$ cat src/rtl/gpio_route_pkg.sv
package gpio_route_pkg;

   localparam int REG_W = 32;

   localparam int OFF_DRV_EN   = 'h00;
   localparam int OFF_OE_MGMT  = 'h04;
   localparam int OFF_IN_WORD  = 'h08;
   localparam int OFF_DAT_MGMT = 'h0C;
   localparam int OFF_RADIO_EN = 'h10;
   localparam int OFF_ATR_SLOT = 'h14;
   localparam int OFF_SPI_SLOT = 'h18;
   localparam int OFF_SPI_PICK = 'h1C;
   localparam int OFF_CPU_PICK = 'h20;

   typedef struct packed {
      logic [REG_W-1:0] drv_en;
      logic [REG_W-1:0] oe_mgmt;
      logic [REG_W-1:0] dat_mgmt;
      logic [REG_W-1:0] radio_en;
      logic [REG_W-1:0] atr_slot;
      logic [REG_W-1:0] spi_slot;
      logic [REG_W-1:0] spi_pick;
      logic [REG_W-1:0] cpu_pick;
   } route_cfg_t;

   // Valid-bit mask: bank k owns bits [k*stride +: pins]
   function automatic logic [REG_W-1:0] valid_mask(input int banks, input int pins,
                                                    input int stride);
      logic [REG_W-1:0] m;
      m = '0;
      for (int k = 0; k < banks; k++)
         for (int p = 0; p < pins; p++)
            m[k*stride + p] = 1'b1;
      return m;
   endfunction

endpackage

$ cat src/rtl/gpio_cfg_regs.sv
module gpio_cfg_regs
   import gpio_route_pkg::*;
#(
   parameter int ADDR_W = 8,
   parameter int BANKS  = 2,
   parameter int PINS   = 12,
   parameter int STRIDE = 16
) (
   input  logic              clk,
   input  logic              rst,
   input  logic              wr_en,
   input  logic [ADDR_W-1:0] addr,
   input  logic [REG_W-1:0]  wdata,
   input  logic [REG_W-1:0]  in_word,
   output logic [REG_W-1:0]  rdata,
   output route_cfg_t        cfg
);

   localparam logic [REG_W-1:0] MASK = valid_mask(BANKS, PINS, STRIDE);

   generate
      if (ADDR_W < 6) begin : g_bad_addr
         $error("gpio_cfg_regs: ADDR_W too small for the word map");
      end
   endgenerate

   route_cfg_t cfg_q;
   logic [REG_W-1:0] wmask;

   assign wmask = wdata & MASK;
   assign cfg   = cfg_q;

   always_ff @(posedge clk) begin
      if (rst) begin
         cfg_q <= '0;
      end else if (wr_en) begin
         case (addr)
            ADDR_W'(OFF_DRV_EN):   cfg_q.drv_en   <= wmask;
            ADDR_W'(OFF_OE_MGMT):  cfg_q.oe_mgmt  <= wmask;
            ADDR_W'(OFF_DAT_MGMT): cfg_q.dat_mgmt <= wmask;
            ADDR_W'(OFF_RADIO_EN): cfg_q.radio_en <= wmask;
            ADDR_W'(OFF_ATR_SLOT): cfg_q.atr_slot <= wmask;
            ADDR_W'(OFF_SPI_SLOT): cfg_q.spi_slot <= wmask;
            ADDR_W'(OFF_SPI_PICK): cfg_q.spi_pick <= wmask;
            ADDR_W'(OFF_CPU_PICK): cfg_q.cpu_pick <= wmask;
            default: ;
         endcase
      end
   end

   always_comb begin
      case (addr)
         ADDR_W'(OFF_DRV_EN):   rdata = cfg_q.drv_en;
         ADDR_W'(OFF_OE_MGMT):  rdata = cfg_q.oe_mgmt;
         ADDR_W'(OFF_IN_WORD):  rdata = in_word & MASK;
         ADDR_W'(OFF_DAT_MGMT): rdata = cfg_q.dat_mgmt;
         ADDR_W'(OFF_RADIO_EN): rdata = cfg_q.radio_en;
         ADDR_W'(OFF_ATR_SLOT): rdata = cfg_q.atr_slot;
         ADDR_W'(OFF_SPI_SLOT): rdata = cfg_q.spi_slot;
         ADDR_W'(OFF_SPI_PICK): rdata = cfg_q.spi_pick;
         ADDR_W'(OFF_CPU_PICK): rdata = cfg_q.cpu_pick;
         default:               rdata = '0;
      endcase
   end

   // a strobed write lands on the following edge, masked
   assert_write_lands_R4: assert property (@(posedge clk) disable iff (rst)
      (wr_en && addr == ADDR_W'(OFF_RADIO_EN)) |=> (cfg_q.radio_en == ($past(wdata) & MASK)));

   // reserved positions never read as one
   assert_reserved_read_R2: assert property (@(posedge clk) disable iff (rst)
      (rdata & ~MASK) == '0);

   // offsets past the last word, or unaligned, read zero
   assert_unmapped_zero_R3: assert property (@(posedge clk) disable iff (rst)
      (addr > ADDR_W'(OFF_CPU_PICK) || addr[1:0] != 2'b00) |-> (rdata == '0));

   // a write to the input word or an unmapped offset leaves the words alone
   assert_ignored_write_R3: assert property (@(posedge clk) disable iff (rst)
      (wr_en && (addr == ADDR_W'(OFF_IN_WORD) || addr > ADDR_W'(OFF_CPU_PICK)))
      |=> $stable(cfg_q));

endmodule

$ cat src/rtl/gpio_in_sync.sv
module gpio_in_sync #(
   parameter int W      = 32,
   parameter int STAGES = 2
) (
   input  logic         clk,
   input  logic         rst,
   input  logic [W-1:0] din,
   output logic [W-1:0] q
);

   generate
      if (STAGES < 2) begin : g_bad_stages
         $error("gpio_in_sync: at least two synchronizer stages are needed");
      end
   endgenerate

   // chain[0..STAGES-1] synchronize, chain[STAGES] is the readable word
   logic [W-1:0] chain [STAGES+1];

   always_ff @(posedge clk) begin
      if (rst) chain[0] <= '0;
      else     chain[0] <= din;
   end

   generate
      for (genvar k = 1; k <= STAGES; k++) begin : g_stage
         always_ff @(posedge clk) begin
            if (rst) chain[k] <= '0;
            else     chain[k] <= chain[k-1];
         end
      end
   endgenerate

   assign q = chain[STAGES];

endmodule

$ cat src/rtl/gpio_route_core.sv
module gpio_route_core
   import gpio_route_pkg::*;
#(
   parameter logic [REG_W-1:0] MASK = '1
) (
   input  route_cfg_t       cfg,
   input  logic [REG_W-1:0] atr_sel,
   input  logic [1:0]       present,
   input  logic [REG_W-1:0] app_d,
   input  logic [REG_W-1:0] app_e,
   input  logic [REG_W-1:0] cpu_d,
   input  logic [REG_W-1:0] cpu_e,
   input  logic [REG_W-1:0] atr_d [4],
   input  logic [REG_W-1:0] atr_e [4],
   input  logic [REG_W-1:0] spi_d [2],
   input  logic [REG_W-1:0] spi_e [2],
   output logic [REG_W-1:0] pin_d,
   output logic [REG_W-1:0] pin_e
);

   logic [REG_W-1:0] raw_d;
   logic [REG_W-1:0] raw_e;
   logic             slot;

   // Layered choice per pin: radio side first, then register side, then user
   always_comb begin
      raw_d = '0;
      raw_e = '0;
      slot  = 1'b0;
      for (int b = 0; b < REG_W; b++) begin
         slot = cfg.spi_pick[b] ? cfg.spi_slot[b] : cfg.atr_slot[b];
         if (cfg.radio_en[b]) begin
            if (!present[slot]) begin
               raw_d[b] = 1'b0;
               raw_e[b] = 1'b0;
            end else if (cfg.spi_pick[b]) begin
               raw_d[b] = spi_d[slot][b];
               raw_e[b] = spi_e[slot][b];
            end else begin
               raw_d[b] = atr_d[{slot, atr_sel[b]}][b];
               raw_e[b] = atr_e[{slot, atr_sel[b]}][b];
            end
         end else if (cfg.drv_en[b]) begin
            if (cfg.cpu_pick[b]) begin
               raw_d[b] = cpu_d[b];
               raw_e[b] = cpu_e[b];
            end else begin
               raw_d[b] = cfg.dat_mgmt[b];
               raw_e[b] = cfg.oe_mgmt[b];
            end
         end else begin
            raw_d[b] = app_d[b];
            raw_e[b] = app_e[b];
         end
      end
   end

   assign pin_d = raw_d & MASK;
   assign pin_e = raw_e & MASK;

endmodule

$ cat src/rtl/gpio_route_xbar.sv
module gpio_route_xbar
   import gpio_route_pkg::*;
#(
   parameter int ADDR_W      = 8,
   parameter int BANKS       = 2,
   parameter int PINS        = 12,
   parameter int STRIDE      = 16,
   parameter int SLOTS       = 2,
   parameter int SYNC_STAGES = 2
) (
   input  logic                  clk,
   input  logic                  rst,
   input  logic                  bus_wr_en,
   input  logic [ADDR_W-1:0]     bus_addr,
   input  logic [31:0]           bus_wdata,
   output logic [31:0]           bus_rdata,
   input  logic [31:0]           atr_chan_cfg,
   input  logic [SLOTS-1:0]      slot_present,
   input  logic [31:0]           app_dout,
   input  logic [31:0]           app_doe,
   input  logic [31:0]           cpu_dout,
   input  logic [31:0]           cpu_doe,
   input  logic [SLOTS*64-1:0]   atr_dout,
   input  logic [SLOTS*64-1:0]   atr_doe,
   input  logic [SLOTS*32-1:0]   spi_dout,
   input  logic [SLOTS*32-1:0]   spi_doe,
   input  logic [31:0]           pin_in,
   output logic [31:0]           pin_out,
   output logic [31:0]           pin_oe
);

   localparam logic [REG_W-1:0] MASK = valid_mask(BANKS, PINS, STRIDE);
   localparam int CH_PER_SLOT = 2;

   generate
      if (PINS < 1 || PINS > STRIDE) begin : g_bad_pins
         $error("gpio_route_xbar: PINS must fit inside one bank stride");
      end
      if (BANKS < 1 || BANKS * STRIDE > REG_W) begin : g_bad_banks
         $error("gpio_route_xbar: banks do not fit in a register word");
      end
      if (SLOTS < 1 || SLOTS > 2) begin : g_bad_slots
         $error("gpio_route_xbar: one select bit addresses at most two slots");
      end
   endgenerate

   route_cfg_t       cfg;
   logic [REG_W-1:0] in_word;
   logic [1:0]       pres2;
   logic [REG_W-1:0] atr_d4 [4];
   logic [REG_W-1:0] atr_e4 [4];
   logic [REG_W-1:0] spi_d2 [2];
   logic [REG_W-1:0] spi_e2 [2];

   // Widen the slot-side sources to the two slots a select bit can name
   generate
      for (genvar s = 0; s < 2; s++) begin : g_slot
         if (s < SLOTS) begin : g_fit
            assign pres2[s]  = slot_present[s];
            assign spi_d2[s] = spi_dout[s*32 +: 32];
            assign spi_e2[s] = spi_doe[s*32 +: 32];
            for (genvar c = 0; c < CH_PER_SLOT; c++) begin : g_ch
               assign atr_d4[s*CH_PER_SLOT + c] = atr_dout[(s*CH_PER_SLOT + c)*32 +: 32];
               assign atr_e4[s*CH_PER_SLOT + c] = atr_doe[(s*CH_PER_SLOT + c)*32 +: 32];
            end
         end else begin : g_empty
            assign pres2[s]  = 1'b0;
            assign spi_d2[s] = '0;
            assign spi_e2[s] = '0;
            for (genvar c = 0; c < CH_PER_SLOT; c++) begin : g_ch
               assign atr_d4[s*CH_PER_SLOT + c] = '0;
               assign atr_e4[s*CH_PER_SLOT + c] = '0;
            end
         end
      end
   endgenerate

   gpio_cfg_regs #(
      .ADDR_W (ADDR_W),
      .BANKS  (BANKS),
      .PINS   (PINS),
      .STRIDE (STRIDE)
   ) i_regs (
      .clk     (clk),
      .rst     (rst),
      .wr_en   (bus_wr_en),
      .addr    (bus_addr),
      .wdata   (bus_wdata),
      .in_word (in_word),
      .rdata   (bus_rdata),
      .cfg     (cfg)
   );

   gpio_in_sync #(
      .W      (REG_W),
      .STAGES (SYNC_STAGES)
   ) i_sync (
      .clk  (clk),
      .rst  (rst),
      .din  (pin_in),
      .q    (in_word)
   );

   gpio_route_core #(
      .MASK (MASK)
   ) i_core (
      .cfg     (cfg),
      .atr_sel (atr_chan_cfg),
      .present (pres2),
      .app_d   (app_dout),
      .app_e   (app_doe),
      .cpu_d   (cpu_dout),
      .cpu_e   (cpu_doe),
      .atr_d   (atr_d4),
      .atr_e   (atr_e4),
      .spi_d   (spi_d2),
      .spi_e   (spi_e2),
      .pin_d   (pin_out),
      .pin_e   (pin_oe)
   );

   // reserved pin positions stay quiet
   assert_reserved_pins_R2: assert property (@(posedge clk) disable iff (rst)
      ((pin_out | pin_oe) & ~MASK) == '0);

   // with no radio and no register ownership, the user port owns every pin
   assert_user_default_R5: assert property (@(posedge clk) disable iff (rst)
      (((cfg.radio_en | cfg.drv_en) & MASK) == '0)
      |-> ((((pin_out ^ app_dout) | (pin_oe ^ app_doe)) & MASK) == '0));

   // register ownership with processor pick on every pin
   assert_cpu_path_R6: assert property (@(posedge clk) disable iff (rst)
      ((cfg.radio_en == '0) && ((cfg.drv_en & cfg.cpu_pick) == MASK))
      |-> ((((pin_out ^ cpu_dout) | (pin_oe ^ cpu_doe)) & MASK) == '0));

   generate
      for (genvar b = 0; b < REG_W; b++) begin : g_pin_chk
         if (MASK[b]) begin : g_valid
            // an empty slot never drives a pin
            assert_empty_slot_quiet_R10: assert property (@(posedge clk) disable iff (rst)
               (cfg.radio_en[b] && !pres2[cfg.spi_pick[b] ? cfg.spi_slot[b] : cfg.atr_slot[b]])
               |-> (!pin_out[b] && !pin_oe[b]));
         end
      end
   endgenerate

endmodule

$ cat config.mk
export PLATFORM = sky130hd
export DESIGN_NAME = gpio_route_xbar
export DESIGN_NICKNAME = d
export VERILOG_FILES = /design/src/rtl/gpio_route_pkg.sv /design/src/rtl/gpio_cfg_regs.sv /design/src/rtl/gpio_in_sync.sv /design/src/rtl/gpio_route_core.sv /design/src/rtl/gpio_route_xbar.sv
export SDC_FILE = /design/constraint.sdc
export NUM_CORES = 1
export LEC_CHECK = 0
export CAP_MARGIN = 20
export CORE_AREA = 2 2 278 280
export DETAILED_ROUTE_END_ITERATION = 12
export DIE_AREA = 0 0 280 282
export DONT_BUFFER_PORTS = 1
export MAX_ROUTING_LAYER = met4
export REMOVE_ABC_BUFFERS = 1
export SYNTH_ARGS = -nofsm -noshare
export SYNTH_HDL_FRONTEND = slang
export SYNTH_SLANG_ARGS = --single-unit
$ cat constraint.sdc
create_clock -name clk -period 4.4 [get_ports clk]
set_input_delay 0 -clock clk [delete_from_list [all_inputs] [get_ports clk]]
set_output_delay 0 -clock clk [all_outputs]
set_load 0.01 [all_outputs]
==> results of run 1 <==
-- state kept, by name (all words and copies together), names as in the netlist --
signal        cells
i_regs.cfg      192
i_sync.chain     72
-- logic make-up after synthesis --
group | count (synthesis) | share of synthesized area, %
buffers and inverters | 154 | 5.606
other | 1 | 0.02534
and+or+nand+nor | 654 | 19.46
muxes | 264 | 23.34
AOI/OAI and AO/OA | 406 | 15.85
DFF | 264 | 35.71
-- critical path, stage by stage --
cell and delay, ps:
sky130_fd_sc_hd__dlygate4sd3_1 570, sky130_fd_sc_hd__or3b_2 510, sky130_fd_sc_hd__dlygate4sd3_1 630, sky130_fd_sc_hd__nor3_4 930, sky130_fd_sc_hd__buf_4 430, sky130_fd_sc_hd__nand2_1 110, sky130_fd_sc_hd__a21oi_2 120, sky130_fd_sc_hd__dlygate4sd3_1 560
-- power by group through the flow --
stage	Combinational, mW	Clock, mW	Sequential [mW]
2_1_floorplan	0.209	0	2.48
3_3_place_gp	0.270	0	2.48
3_5_place_dp	0.272	0	2.48
4_1_cts	0.378	2.88	2.43
5_1_grt	0.401	2.97	2.43
6_report	0.375	2.79	2.43
-- Yosys cell counts, types with 7 or more instances --
master                      count
sky130_fd_sc_hd__nor2b_1       74
sky130_fd_sc_hd__a21oi_1      176
sky130_fd_sc_hd__buf_2         24
sky130_fd_sc_hd__nand2_1      505
sky130_fd_sc_hd__buf_4         45
sky130_fd_sc_hd__nand3b_1      11
sky130_fd_sc_hd__o22ai_1       58
sky130_fd_sc_hd__a21oi_2       20
sky130_fd_sc_hd__o221ai_1       7
sky130_fd_sc_hd__o2bb2ai_1      7
sky130_fd_sc_hd__clkbuf_1      73
sky130_fd_sc_hd__o21ai_0      100
sky130_fd_sc_hd__mux2_2        38
sky130_fd_sc_hd__buf_6          7
sky130_fd_sc_hd__nand2_2       20
sky130_fd_sc_hd__nor2_1         8
sky130_fd_sc_hd__a22oi_1       24
sky130_fd_sc_hd__dfxtp_1      264
sky130_fd_sc_hd__mux4_2        61
sky130_fd_sc_hd__mux2i_1      165
-- layer usage --
| layer | vias up | share of wire, % | track usage, % |
|---|---|---|---|
| met5 | - | 0 | - |
| met4 | 0 | 4.4 | 7.775 |
| met3 | 171 | 8.2 | 3.919 |
| met2 | 767 | 47 | 27.09 |
| met1 | 6449 | 40 | 20.50 |
| li1 | 6088 | - | - |
-- cell usage in the layout (no fill, tap or decap), drive strengths merged, types with 4 or more instances in the layout --
master and instances:
nand2 525, dfxtp 264, a21oi 196, mux2i 165, o21ai 100, nor2b 74, dlygate4sd3 70, mux4 61
o22ai 58, clkbuf 48, mux2 38, a22oi 24, conb 24, diode 15, buf 13, nand3b 11
nor2 8, o2bb2ai 7, o221ai 7, clkinv 7, a221o 5, o211ai 5, nand3 5, and3 5
nor3 5, or3 4
-- layout make-up --
cell class                 instances  share of cell area (%)
clock inverter                    11                  0.6656
multi-input combinational       1348                   51.12
antenna                           15                  0.2170
sequential                       264                   30.56
timing repair buffer              83                   4.731
tap                              978                   7.075
clock buffer                      48                   5.636
-- timing repair --
action                                  CTS  global route
hold buffers                             71             0
endpoints found under the setup margin    0             0
hold endpoints to repair                264             0
setup buffers                             0             0
-- path summary, 6_finish.rpt --
check                      start                  end  depth (start not counted)
max                  bus_addr[6]       i_regs.cfg[24]                          8
min                          rst        i_regs.cfg[4]                          2
max reg2reg       i_regs.cfg[66]       i_regs.cfg[66]                          3
min reg2reg  i_sync.chain[0][19]  i_sync.chain[1][19]                          1
==> impl_metrics.toml, run 1 <==
[synthesis]
synthFlopType = "sky130_fd_sc_hd__dfxtp_1"
synthesis.area_sq_um = 14800
post_synth_inst_count = 1743
post-synth-top-area-cell = "sky130_fd_sc_hd__dfxtp_1"
asyncSetResetFlopFracSynth_pct = 0
synth.area.top_cells = "sky130_fd_sc_hd__dfxtp_1, sky130_fd_sc_hd__nand2_1, sky130_fd_sc_hd__mux2i_1, sky130_fd_sc_hd__mux4_2, sky130_fd_sc_hd__a21oi_1"
yosys.area.top_type_share_pct = 35.71
ys_warns = 0
synth_edf_count = 0
synth-seq-area-share_pct = 35.71
average_cell_area_after_synthesis_sq_um = 8.490
synth_cell_type_count = 45
ys_seq_elements = 264

[layout]
finalInstanceArea_sq_um = 17300
post_route_cells_drive_above_1_share_pct = 13.11
fillerInstances = 8287
finalNetCount = 2352
cell_count_final_fillers_out = 2747
fin_util_pct = 22.85
synth_to_layout_area_growth_pct = 16.88
multi_input_comb_area_sq_um = 8841
seq_area_sq_um = 5285

[cts]
cts_sinks = 264
cts-htree-levels = 2
number_of_buffers_inserted_during_clock_tree_synthesis = 34
bufs_on_longest_clock_path = 3
clock_latency_at_the_later_pin_of_the_worst_skew_pair_ps = 530
tritoncts = "yes"
path_clk_slew_ps = 60
cts_root_buf = "sky130_fd_sc_hd__clkbuf_16"
cts_repair_resize_count = 0

[place]
detailedPlace.worstSlack_ps = 1882
placement.cell_area_sq_um = 15440
place_inst = 2602
portBuffers = 0
detailed_placer_s_ending_hpwl_um = 45790
gpl.final_weighted_congestion = 0.8802

[status]
violations = "negative hold slack, max-slew violations"
run_status = "complete, but fails checks"

[timing]
finalSetupViolations = 0
fmax_mhz = 294.3
hold_slack_ps = -62.01
worst_slack_ps = 1002
final-max-slew-violation-count = 99
maxSlewHeadroom_pct = -13.10
timing.final.crit_period_ps = 3398
unrepaired_setup_endpoints_after_global_routing = "no"
min_period_over_period_pct = 77.22
fin_tns_setup_ps = 0
final-hold-violation-count = 33
skew_ps = 6.790
worst-slew-pin-transition_ps = 1697

[pwr]
p_clk_share_pct = 49.9
power_density_nw_per_um2 = 323.6
switchingPower_mw = 1.336
power.static_leakage_nw = 5.068
cellInternalPower_mw = 4.260
power_frac_seq_pct = 43.4
power.share.switching_pct = 23.88
p_comb_share_pct = 6.7
fin_total_pwr_mw = 5.596
ir_drop_uv = 245.8

[detailed_routing]
drc = 0
wl_um = 68400
via_count = 13475
antenna_viol_nets_final = 0
dr.pass1.iters = 5
number_of_drc_violations_after_detailed_routing_iteration_0 = 949
post_drt_via_cell_ratio = 4.905
routed_wire_length_per_instance_um = 24.90

[worst_setup_path]
worstSetupEndpointType = "flop"
worstPathArrival_ps = 3880
timing.critical_path.from_type = "input pin"
critPathKind = "in2reg"
critPathMaxFanout = 13
required_time_of_the_critical_path_ps = 4880
r2r_slack_ps = 2980

[grt]
remaining_global_route_overflow = 0
first_global_vias = 12635
grt_first_pass_wirelength_um = 93210
grt_use_total_pct = 17.05
grt_max_degree = 244
antenna_found_initial = 16

[die]
num_rows = 101
fp.dieH_um = 282
ioPinCount = 717
die_w_um = 280
core_area_sq_um = 75700
start_util_pct = 19.55
area_enclosed_by_the_die_boundary_sq_um = 78960

[job]
cap_violations = 0

[hold_path]
timing.hold.worst.class = "in2reg"
Note: power is estimated with default switching activity, not from simulation.
==> inputs of run 2 (changes only) <==
==> constraint.sdc (replaced) <==
create_clock -name clk -period 3.15 [get_ports clk]
set_input_delay 0 -clock clk [delete_from_list [all_inputs] [get_ports clk]]
set_output_delay 0 -clock clk [all_outputs]
set_load 0.01 [all_outputs]
==> run 2 against run 1 <==
  * The flow now finishes without violations
  * Global-route usage up 0.36 points
  * Setup slack got worse by 310 ps
  * Via count increased by 2.1%
==> impl_metrics.toml, run 2 (synthesis results as in run 1) <==
[pwr]
power.static_leakage_nw = 5.623
ir_drop_uv = 287.1
power_density_nw_per_um2 = 438.6

[die]
ioPinCount = 717
die_w_um = 280
area_enclosed_by_the_die_boundary_sq_um = 78960
num_rows = 101
core_area_sq_um = 75700
start_util_pct = 19.55
fp.dieH_um = 282

[timing]
fin_tns_setup_ps = 0
worst-slew-pin-transition_ps = 1333
finalSetupViolations = 0
final-max-slew-violation-count = 0
fmax_mhz = 406.6
skew_ps = 6.197
timing.final.crit_period_ps = 2459
unrepaired_setup_endpoints_after_global_routing = "no"
maxSlewHeadroom_pct = 11.16
min_period_over_period_pct = 78.08
final-hold-violation-count = 0

[detailed_routing]
number_of_drc_violations_after_detailed_routing_iteration_0 = 1031
drc = 0
routed_wire_length_per_instance_um = 24.64
wl_um = 69710
dr.pass1.iters = 5
antenna_viol_nets_final = 0
via_count = 13756
post_drt_via_cell_ratio = 4.862

[layout]
finalNetCount = 2433
largest_reg_flops = 192
fillerInstances = 8254
layout.cells.most_common_list = "sky130_fd_sc_hd__nand2_1, sky130_fd_sc_hd__dfxtp_1, sky130_fd_sc_hd__a21oi_1, sky130_fd_sc_hd__mux2i_1, sky130_fd_sc_hd__dlygate4sd3_1"
fin_util_pct = 23.93
post_route_cells_drive_above_1_share_pct = 13.40
final_common_cell = "sky130_fd_sc_hd__nand2_1"
synth_to_layout_area_growth_pct = 22.41

[grt]
grt_use_total_pct = 17.41
antenna_found_initial = 16
first_global_vias = 13356
remaining_global_route_overflow = 0
grt_first_pass_wirelength_um = 95710
grt_max_degree = 173

[hold_path]
timing.hold.worst.class = "in2reg"
min_delay_path_depth = 4

[cts]
path_clk_slew_ps = 60
tritoncts = "yes"
postCtsSetupBuffers = 0
cts-htree-levels = 2
bufs_on_longest_clock_path = 3
cts_root_buf = "sky130_fd_sc_hd__clkbuf_16"
cts_sinks = 264
cts_repair_resize_count = 0
post_cts_hold_buffer_count = 137
number_of_buffers_inserted_during_clock_tree_synthesis = 35
clock_latency_at_the_later_pin_of_the_worst_skew_pair_ps = 540

[status]
run_status = "complete, no violations"

[worst_setup_path]
critPathMaxFanout = 5
required_time_of_the_critical_path_ps = 3150
timing.critical_path.from_type = "flop"
worstSetupEndpointType = "primary output"
worstRegToRegCells = 3
slowest_delay_ps = 690
worstPathArrival_ps = 2460
r2r_slack_ps = 1720
critPathSlowestCell = "sky130_fd_sc_hd__o21ai_0"
cell_chain_critical_path = "mux4_2 > o21ai_0 > o22ai_1"
critPathKind = "reg2out"

[place]
portBuffers = 0
detailed_placer_s_ending_hpwl_um = 47350
gpl.final_weighted_congestion = 0.8813

[job]
cap_violations = 0
==> run 2: worst max-delay path: cells and delay by family, from the launching register on <==
| kind | cells | cell delay, ps |
|---|---|---|
| flops | 1 | 540 |
| mux | 1 | 360 |
| compound gates | 2 | 1020 |
==> run 2: path summary, 6_finish.rpt <==
check | start | end
setup / recovery | i_regs.cfg[98] | pin_oe[2]
setup reg to reg | i_regs.cfg[66] | i_regs.cfg[66]
hold / removal | bus_wr_en | i_regs.cfg[136]
hold reg to reg | i_sync.chain[0][25] | i_sync.chain[1][25]
==> run 2: metal layers <==
metal | global-route usage (%) | vias to the layer above | part of all wire, % | wire (um)
li1 | - | 6245 | - | -
met1 | 21.01 | 6608 | 41 | 28640
met2 | 27.44 | 739 | 47 | 32470
met3 | 4.027 | 164 | 8.1 | 5655
met4 | 8.145 | 0 | 4.2 | 2944
met5 | - | - | 0 | 0
==> run 2: power by group <==
part	switching (mW)	internal (mW)	leakage, nW	total [mW]
clock	1.61	2.43	0.558	4.04
sequential	0.0132	3.38	2.14	3.39
combinational	0.258	0.256	2.93	0.514
total	1.88	6.07	5.62	7.95
==> run 2: per-stage QoR <==
stage	setup slack [ps]	cells	power (mW)	hold WS, ps	area [sq um]
2_1_floorplan	1354	1612	3.751	62.44	14050
3_3_place_gp	940.6	2616	3.845	105.0	15560
3_5_place_dp	898.8	2616	3.847	105.1	15560
4_1_cts	645.0	2814	8.060	30.78	18080
5_1_grt	643.1	2829	8.215	66.02	18110
6_report	690.5	2829	7.945	64.84	18110
==> run 2: layout make-up <==
| class | instances | area (sq um) | area share (%) |
|---|---|---|---|
| Antenna cell | 15 | 37.54 | 0.2072 |
| Clock buffer | 49 | 988.4 | 5.457 |
| Clock inverter | 12 | 141.4 | 0.7806 |
| Multi-Input combinational cell | 1348 | 8841 | 48.81 |
| Sequential cell | 264 | 5285 | 29.18 |
| Tap cell | 978 | 1224 | 6.756 |
| Timing Repair Buffer | 163 | 1597 | 8.814 |
==> inputs of run 3 (changes only) <==
--- a/config.mk
+++ b/config.mk
@@ -5,10 +5,11 @@
 export SDC_FILE = /design/constraint.sdc
 export NUM_CORES = 1
 export LEC_CHECK = 0
+export ABC_AREA = 1
 export CAP_MARGIN = 20
-export CORE_AREA = 2 2 278 280
+export CORE_AREA = 2 2 280 282
 export DETAILED_ROUTE_END_ITERATION = 12
-export DIE_AREA = 0 0 280 282
+export DIE_AREA = 0 0 282 284
 export DONT_BUFFER_PORTS = 1
 export MAX_ROUTING_LAYER = met4
 export REMOVE_ABC_BUFFERS = 1
==> constraint.sdc (replaced) <==
create_clock -name clk -period 2.05 [get_ports clk]
set_input_delay 0 -clock clk [delete_from_list [all_inputs] [get_ports clk]]
set_output_delay 0 -clock clk [all_outputs]
set_load 0.01 [all_outputs]
==> run 3 against run 2 <==
  * Hold slack improved by 21 ps
  * Design area rose by 7.7%
  * Synthesized area grew 7.8%
  * Via count increased by 30%
  * Routed wire length increased by 9.0%
  * Sequential share of layout area down 2.0 points
==> impl_metrics.toml, run 3 <==
[cts]
number_of_buffers_inserted_during_clock_tree_synthesis = 34
cts_sinks = 264
clock_latency_at_the_later_pin_of_the_worst_skew_pair_ps = 540
tritoncts = "yes"
path_clk_slew_ps = 60
cts-htree-levels = 2
bufs_on_longest_clock_path = 3
cts_root_buf = "sky130_fd_sc_hd__clkbuf_16"

[synthesis]
yosys.area.top_type_share_pct = 33.12
synth.area.top_cells = "sky130_fd_sc_hd__dfxtp_1, sky130_fd_sc_hd__nand2_1, sky130_fd_sc_hd__nor2_1, sky130_fd_sc_hd__nand3_1, sky130_fd_sc_hd__o21ai_0"
ys_warns = 0
synthesis.area_sq_um = 15960
synth_cell_type_count = 20
synth-seq-area-share_pct = 33.12
asyncSetResetFlopFracSynth_pct = 0
synth.most_common_cell = "sky130_fd_sc_hd__nand2_1"
ys_seq_elements = 264
post-synth-top-area-cell = "sky130_fd_sc_hd__dfxtp_1"
synthFlopType = "sky130_fd_sc_hd__dfxtp_1"
average_cell_area_after_synthesis_sq_um = 5.726
ys_top_cells_by_count = "sky130_fd_sc_hd__nand2_1, sky130_fd_sc_hd__nor2_1, sky130_fd_sc_hd__inv_1, sky130_fd_sc_hd__dfxtp_1"
post_synth_inst_count = 2787
synth_edf_count = 0

[die]
area_enclosed_by_the_die_boundary_sq_um = 80090
die_w_um = 282
core_area_sq_um = 76960
ioPinCount = 717
num_rows = 102
start_util_pct = 20.74
fp.dieH_um = 284

[worst_setup_path]
worstPathArrival_ps = 2390
critPathKind = "in2reg"
critPathMaxFanout = 27
worstSetupEndpointType = "flop"
required_time_of_the_critical_path_ps = 2500
timing.critical_path.from_type = "input pin"
worstRegToRegCells = 3

[grt]
grt_max_degree = 113
first_global_vias = 17052
remaining_global_route_overflow = 0
grt_first_pass_wirelength_um = 109300
antenna_found_initial = 24
grt_use_total_pct = 18.96

[timing]
unrepaired_setup_endpoints_after_global_routing = "no"
final-hold-violation-count = 0
skew_ps = 14.37
fmax_mhz = 515.2
fin_tns_setup_ps = 0
worst-slew-pin-transition_ps = 926.6
timing.final.crit_period_ps = 1941
final-max-slew-violation-count = 0
min_period_over_period_pct = 94.68
maxSlewHeadroom_pct = 38.02
finalSetupViolations = 0

[layout]
largest_reg_flops = 192
layout.cells.most_common_list = "sky130_fd_sc_hd__nand2_1, sky130_fd_sc_hd__nor2_1, sky130_fd_sc_hd__inv_1, sky130_fd_sc_hd__dfxtp_1, sky130_fd_sc_hd__nand3_1"
finalNetCount = 3463
final_common_cell = "sky130_fd_sc_hd__nand2_1"
synth_to_layout_area_growth_pct = 22.27
fin_util_pct = 25.36
post_route_cells_drive_above_1_share_pct = 5.307

[place]
detailed_placer_s_ending_hpwl_um = 54130
portBuffers = 0
gpl.final_weighted_congestion = 0.8541

[detailed_routing]
dr.pass1.iters = 5
routed_wire_length_per_instance_um = 19.37
antenna_viol_nets_final = 0
number_of_drc_violations_after_detailed_routing_iteration_0 = 1497
drc = 0
post_drt_via_cell_ratio = 4.544
wl_um = 76000
via_count = 17827

[hold_path]
timing.hold.worst.class = "in2reg"
min_delay_path_depth = 2

[pwr]
ir_drop_uv = 502.0
power_density_nw_per_um2 = 635.5
power.static_leakage_nw = 8.224

[job]
cap_violations = 0

[status]
run_status = "complete, no violations"
## run 3: cell types whose count changed in the layout (fill, tap and decap cells not counted), moves of 61 or more
cell,previous run,this run
sky130_fd_sc_hd__o21ai_0,100,245
sky130_fd_sc_hd__nand3_1,0,249
sky130_fd_sc_hd__a21oi_1,176,74
sky130_fd_sc_hd__mux2i_1,165,0
sky130_fd_sc_hd__mux4_2,61,0
sky130_fd_sc_hd__nand2_1,505,964
sky130_fd_sc_hd__nor2_1,8,381
sky130_fd_sc_hd__nor3_1,1,72
sky130_fd_sc_hd__inv_1,0,264
sky130_fd_sc_hd__nor2b_1,72,0
## run 3: worst max-delay path, stage by stage
cell                            delay (ps)
sky130_fd_sc_hd__inv_1                  30
sky130_fd_sc_hd__nand2_1               120
sky130_fd_sc_hd__nor2_4                160
sky130_fd_sc_hd__buf_12                140
sky130_fd_sc_hd__buf_12                200
sky130_fd_sc_hd__nand3_2               120
sky130_fd_sc_hd__inv_2                  80
sky130_fd_sc_hd__buf_4                 120
sky130_fd_sc_hd__dlygate4sd3_1        1150
sky130_fd_sc_hd__nand2_1               100
sky130_fd_sc_hd__a21oi_1               150
## run 3: logic make-up after synthesis
family / synth area share, %
buf+inv: 11.22
flops: 33.12
other cells: 0.02350
compound gates: 13.17
simple gates: 42.47
## run 3: path summary, 6_finish.rpt
check,slack [ps],end,start
min reg2reg,390,i_sync.chain[2][27],i_sync.chain[1][27]
min,90,i_sync.chain[0][26],rst
max,110,i_regs.cfg[53],bus_addr[6]
max reg2reg,730,i_regs.cfg[41],i_regs.cfg[41]
## run 3: metrics by stage
stage | power (mW) | setup slack [ps] | cells | area [sq um] | hold WS (ps)
global route | 12.89 | 0.6593 | 3918 | 19500 | 58.00
CTS | 12.59 | 12.86 | 3900 | 19400 | 36.55
finish | 12.40 | 109.0 | 3923 | 19510 | 85.86
detailed placement | 6.065 | 350.9 | 3736 | 17180 | 110.0
floorplan | 5.829 | -1739 | 2645 | 15290 | 69.07
global placement | 6.063 | 352.5 | 3736 | 17180 | 109.0
## run 3: where the power goes
| group | total, mW | leakage [nW] | switching [mW] | internal, mW |
|---|---|---|---|---|
| Sequential | 5.22 | 2.14 | 0.0224 | 5.19 |
| Clock | 6.21 | 0.555 | 2.49 | 3.72 |
| Combinational | 0.975 | 5.53 | 0.633 | 0.342 |
| Total | 12.4 | 8.22 | 3.14 | 9.26 |
## run 3: layer usage
| metal | vias up | GRT usage, % | part of all wire (%) |
|---|---|---|---|
| met5 | - | - | 0 |
| met1 | 7993 | 23.39 | 42 |
| li1 | 8873 | - | - |
| met2 | 822 | 29.77 | 45 |
| met4 | 0 | 6.636 | 3.1 |
| met3 | 139 | 4.882 | 10 |
## run 3: cell type report
cell class                 count  area (sq um)
inverter                     276          1041
clock inverter                13         160.2
fill                        8687         57440
clock buffer                  45         973.4
sequential                   264          5295
timing repair buffer         161          1658
tap                         1040          1301
multi-input combinational   2105          9036
antenna                       19         47.55
## run 3: what timing repair did
action                                  4_1_cts  5_1_grt
buffers inserted                              0        4
resized for setup                             1       15
endpoints found under the setup margin        2       37
hold buffers                                106        0
hold endpoints to repair                    264        0
pin swaps                                     0        1
